File: src/rtl/zero_upsampler.sv
module zero_upsampler #(
  parameter int W       = 16,
  parameter int L       = 4,
  parameter int OFFSET  = 0,
  parameter bit VEC_OUT = 1'b0,
  parameter int SPACING = 1,
  localparam int BEATS  = VEC_OUT ? SPACING : L,
  localparam int LANES  = L / BEATS,
  localparam int SW     = (BEATS > 1) ? $clog2(BEATS) : 1
) (
  input  logic               clk,
  input  logic               rst_n,
  input  logic               srst,
  input  logic               in_valid,
  input  logic [W-1:0]       in_data,
  output logic               in_ready,
  output logic               out_valid,
  output logic [LANES*W-1:0] out_data
);

  localparam logic [SW-1:0] LAST = SW'(BEATS - 1);

  logic [SW-1:0]      beat, cur;
  logic [W-1:0]       hold, src;
  logic [LANES*W-1:0] nxt_data;
  logic               busy, accept, emit;

  assign busy     = (beat != '0);
  assign in_ready = !busy;
  assign accept   = in_valid && in_ready;
  assign emit     = accept || busy;
  assign cur      = accept ? '0 : beat;
  assign src      = accept ? in_data : hold;

  for (genvar j = 0; j < LANES; j++) begin : g_lane
    assign nxt_data[j*W +: W] =
      (emit && (int'(cur) * LANES + j == OFFSET)) ? src : '0;
  end

  always_ff @(posedge clk or negedge rst_n) begin
    if (!rst_n) begin
      beat      <= '0;
      hold      <= '0;
      out_valid <= 1'b0;
      out_data  <= '0;
    end else if (srst) begin
      beat      <= '0;
      hold      <= '0;
      out_valid <= 1'b0;
      out_data  <= '0;
    end else begin
      if (accept) hold <= in_data;
      beat      <= (emit && cur != LAST) ? cur + SW'(1) : '0;
      out_valid <= emit;
      out_data  <= nxt_data;
    end
  end

  initial begin
    a_offset_range_r2: assert (OFFSET >= 0 && OFFSET < L)
      else $error("OFFSET out of range");
    a_spacing_divides_r8: assert (!VEC_OUT || (SPACING >= 1 && L % SPACING == 0))
      else $error("SPACING must divide L");
  end

  p_accept_emits_r1: assert property (@(posedge clk) disable iff (!rst_n)
    (accept && !srst) |=> out_valid);

  p_busy_blocks_r4: assert property (@(posedge clk) disable iff (!rst_n)
    (accept && !srst) |=> (in_ready == (BEATS == 1)));

  p_idle_quiet_r3: assert property (@(posedge clk) disable iff (!rst_n)
    (!in_valid && in_ready) |=> !out_valid);

  p_clear_wins_r6: assert property (@(posedge clk) disable iff (!rst_n)
    srst |=> (!out_valid && in_ready));

  p_zero_when_invalid_r7: assert property (@(posedge clk) disable iff (!rst_n)
    !out_valid |-> (out_data == '0));

endmodule

File: config.mk
export PLATFORM = sky130hd
export DESIGN_NAME = zero_upsampler
export DESIGN_NICKNAME = d
export VERILOG_FILES = /design/src/rtl/zero_upsampler.sv
export SDC_FILE = /design/constraint.sdc
export NUM_CORES = 1
export LEC_CHECK = 0
export CORE_MARGIN = 5
export CORE_UTILIZATION = 35
export DETAILED_ROUTE_END_ITERATION = 6
export PLACE_DENSITY = 0.74
export SLEW_MARGIN = 20
export SYNTH_ARGS = -nofsm -noshare
export SYNTH_HDL_FRONTEND = slang
export SYNTH_SLANG_ARGS = --single-unit
File: constraint.sdc
create_clock -name clk -period 1.5 [get_ports clk]
set_input_delay 0.3 -clock clk [delete_from_list [all_inputs] [get_ports clk]]
set_output_delay 0.3 -clock clk [all_outputs]
set_load 0.01 [all_outputs]
==> impl_metrics.yaml <==
clock_tree:
  clk_path_buf_depth: 2
  clk_latency_ns: 0.30
  root_buffer: "clkbuf_4"
  h-tree-depth: 1
  cts-hold-fix-buffers: 0
  cts.clk_slew.worst_paths_ns: 0.10
  cts_sinks: 19
  postCtsSetupBuffers: 0
  cts_buffers: 3
  cts_tree: "done"
timing:
  finClkSkew_ns: 0.00589
  finalSetupTns_ns: 0
  min_period_ns: 1.46
  relSlewSlack_pct: 84.7
  timing.final.crit_share_pct: 97.6
  fmax_ghz: 0.683
  finalSetupViolations: 0
  grt_setup_unrepaired: "false"
  hold_viol: 0
  holdWs_ns: 0.336
  maxSlewViolCount: 0
  worst_pin_slew_ns: 0.230
place:
  dp_hpwl_um: 1040
  place_congestion: 0.569
  port_buffers: 37
yosys:
  yosys-top-cells-area: "dfrtp_1 70%, and2_1 15%, buf_6 5.0%, ha_1 1.8%, inv_1 1.7%"
  netlist_instances: 49
  async_reset_ff_share_pct: 100
  synth.avg_cell_area_um2: 13.8
  yosys-top-cells-count: "19 x dfrtp_1, 16 x and2_1, 3 x buf_6, 3 x inv_1"
  yosys_warnings: 0
  synthFlopType: "dfrtp_1"
  syn_nets: 70
  synth_area_um2: 677
  seq_area_frac_synth_pct: 70.2
  synth_edf_count: 0
  synth.most_common_cell: "dfrtp_1"
  synth_seq_cells: 19
  synth_area_leader_cell: "dfrtp_1"
  ys_types: 12
  synth_top_area_share_pct: 70.2
worst_setup_path:
  reg2regPathDepth: 5
  cp-end-kind: "primary output"
  rrSetupSlack_ns: 0.20
  critPathSlowestCell: "clkdlybuf4s50_1"
  critPathBufInv: 1
  arrival_ns: 1.16
  max_stage_delay_ns: 0.53
  crit_path_max_fanout: 1
  r2r-start: "beat[0]"
  cp_top_family: "buffers and inverters"
  cp-start-kind: "flip-flop"
  path_cells: "clkdlybuf4s50_1"
  r2r-end: "out_data[4]"
  timing.setup.critical_path_class: "flip-flop to primary output"
  required_ns: 1.20
floorplan:
  core_area_um2: 1900
  die_w_um: 54.0
  ios: 38
  initial_core_util_pct: 35.6
  dieHeight_um: 54.0
  rows: 16
  dieArea_um2: 2910
power:
  ir_drop_mv: 0.384
  combPwrFrac_pct: 19.5
  power_leakage_nw: 0.710
  pwr-share-seq_pct: 55.1
  p_switching_uw: 234
  intPower_uw: 770
  power_density_nw_per_um2: 901
  clock_power_share_pct: 25.4
  sw_frac_of_total_pct: 23.3
global_routing:
  grt_max_degree: 20
  track_usage_pct: 10.3
  grt_remaining_overflow: 0
  grt_pass1_vias: 460
  grt_pass1_wl_um: 1980
  antenna_found_initial: 0
cells_and_area:
  fin_nets: 110
  drive_gt1_share_pct: 9.09
  area_growth_pct: 64.5
  n_antenna_cell: 0
drt:
  wirelength_um: 1410
  dr.first_iter.drc_count: 1
  drc_errors: 0
  antenna_left: 0
  vias: 467
  drt_pre_antenna_iters: 3
  vias_per_cell: 4.06
  wl_per_cell_um: 12.3
outcome:
  outcome: "complete, no violations"
hold_path:
  hold_class: "primary input to async pin"
job:
  cap_violations: 0
cell usage in the layout, fill, tap and decap left out:
| master | instances |
|---|---|
| a211oi_1 | 1 |
| a21oi_1 | 1 |
| and2_1 | 16 |
| and2b_1 | 1 |
| and3b_2 | 1 |
| buf_4 | 3 |
| clkbuf_1 | 1 |
| clkbuf_2 | 1 |
| clkbuf_4 | 3 |
| clkdlybuf4s50_1 | 24 |
| dfrtp_1 | 19 |
| dlymetal6s2s_1 | 12 |
| ha_1 | 1 |
| inv_1 | 3 |
| nor2b_1 | 1 |
flip-flops by register name (all words and copies together), names as in the netlist:
signal and count:
out_data 16, beat 2, out_valid 1
power groups by stage:
stage          combinational (mW)  clock [mW]  sequential (mW)
5_1_grt                     0.218       0.286            0.557
3_3_place_gp                0.205           0            0.564
3_5_place_dp                0.209           0            0.564
6_report                    0.196       0.255            0.553
2_1_floorplan              0.0704           0            0.578
4_1_cts                     0.206       0.265            0.554
layout make-up:
class	count	area, um^2
Clock buffer	4	26.3
Fill cell	164	788
Inverter	3	11.3
Multi-Input combinational cell	22	149
Sequential cell	19	475
Tap cell	27	33.8
Timing Repair Buffer	40	418
per-stage QoR:
step	utilization (%)	cell area, um^2	setup WS, ns	cells	total power, mW
after global placement	55.8	1060	0.0681	111	0.769
after global routing	58.6	1110	0.000740	115	1.06
after detailed placement	55.8	1060	0.0284	111	0.773
after CTS	57.1	1090	0.00127	115	1.02
after floorplan	-	677	0.223	49	0.648
final	58.6	1110	0.0367	115	1.00
metal layers:
layer	track usage, %	vias up	part of all wire (%)
met3	3.32	5	14
met5	0	-	0
met4	9.96	0	3.2
met2	15.7	24	48
met1	11.0	217	35
li1	-	221	-
kinds of logic after synthesis:
| group | synth area share [%] |
|---|---|
| compound gates | 1.85 |
| buf+inv | 7.95 |
| simple gates | 18.1 |
| fa+ha+maj | 1.85 |
| flops | 70.2 |
worst max path at each step:
stage                      start           end  slack, ns  depth (start not counted)
floorplan                beat[0]   out_data[0]       0.22                          6
finish              out_data[10]  out_data[10]       0.04                          1
global route        out_data[10]  out_data[10]     0.0007                          1
CTS                  out_data[4]   out_data[4]      0.001                          1
detailed placement      in_valid   out_data[4]       0.03                          3
global placement        in_valid   out_data[4]       0.07                          3
repair_timing:
action,CTS,global route
resized for setup,1,15
pin swaps,0,0
setup endpoints to repair,1,29
(Power assumes the default switching activity.)
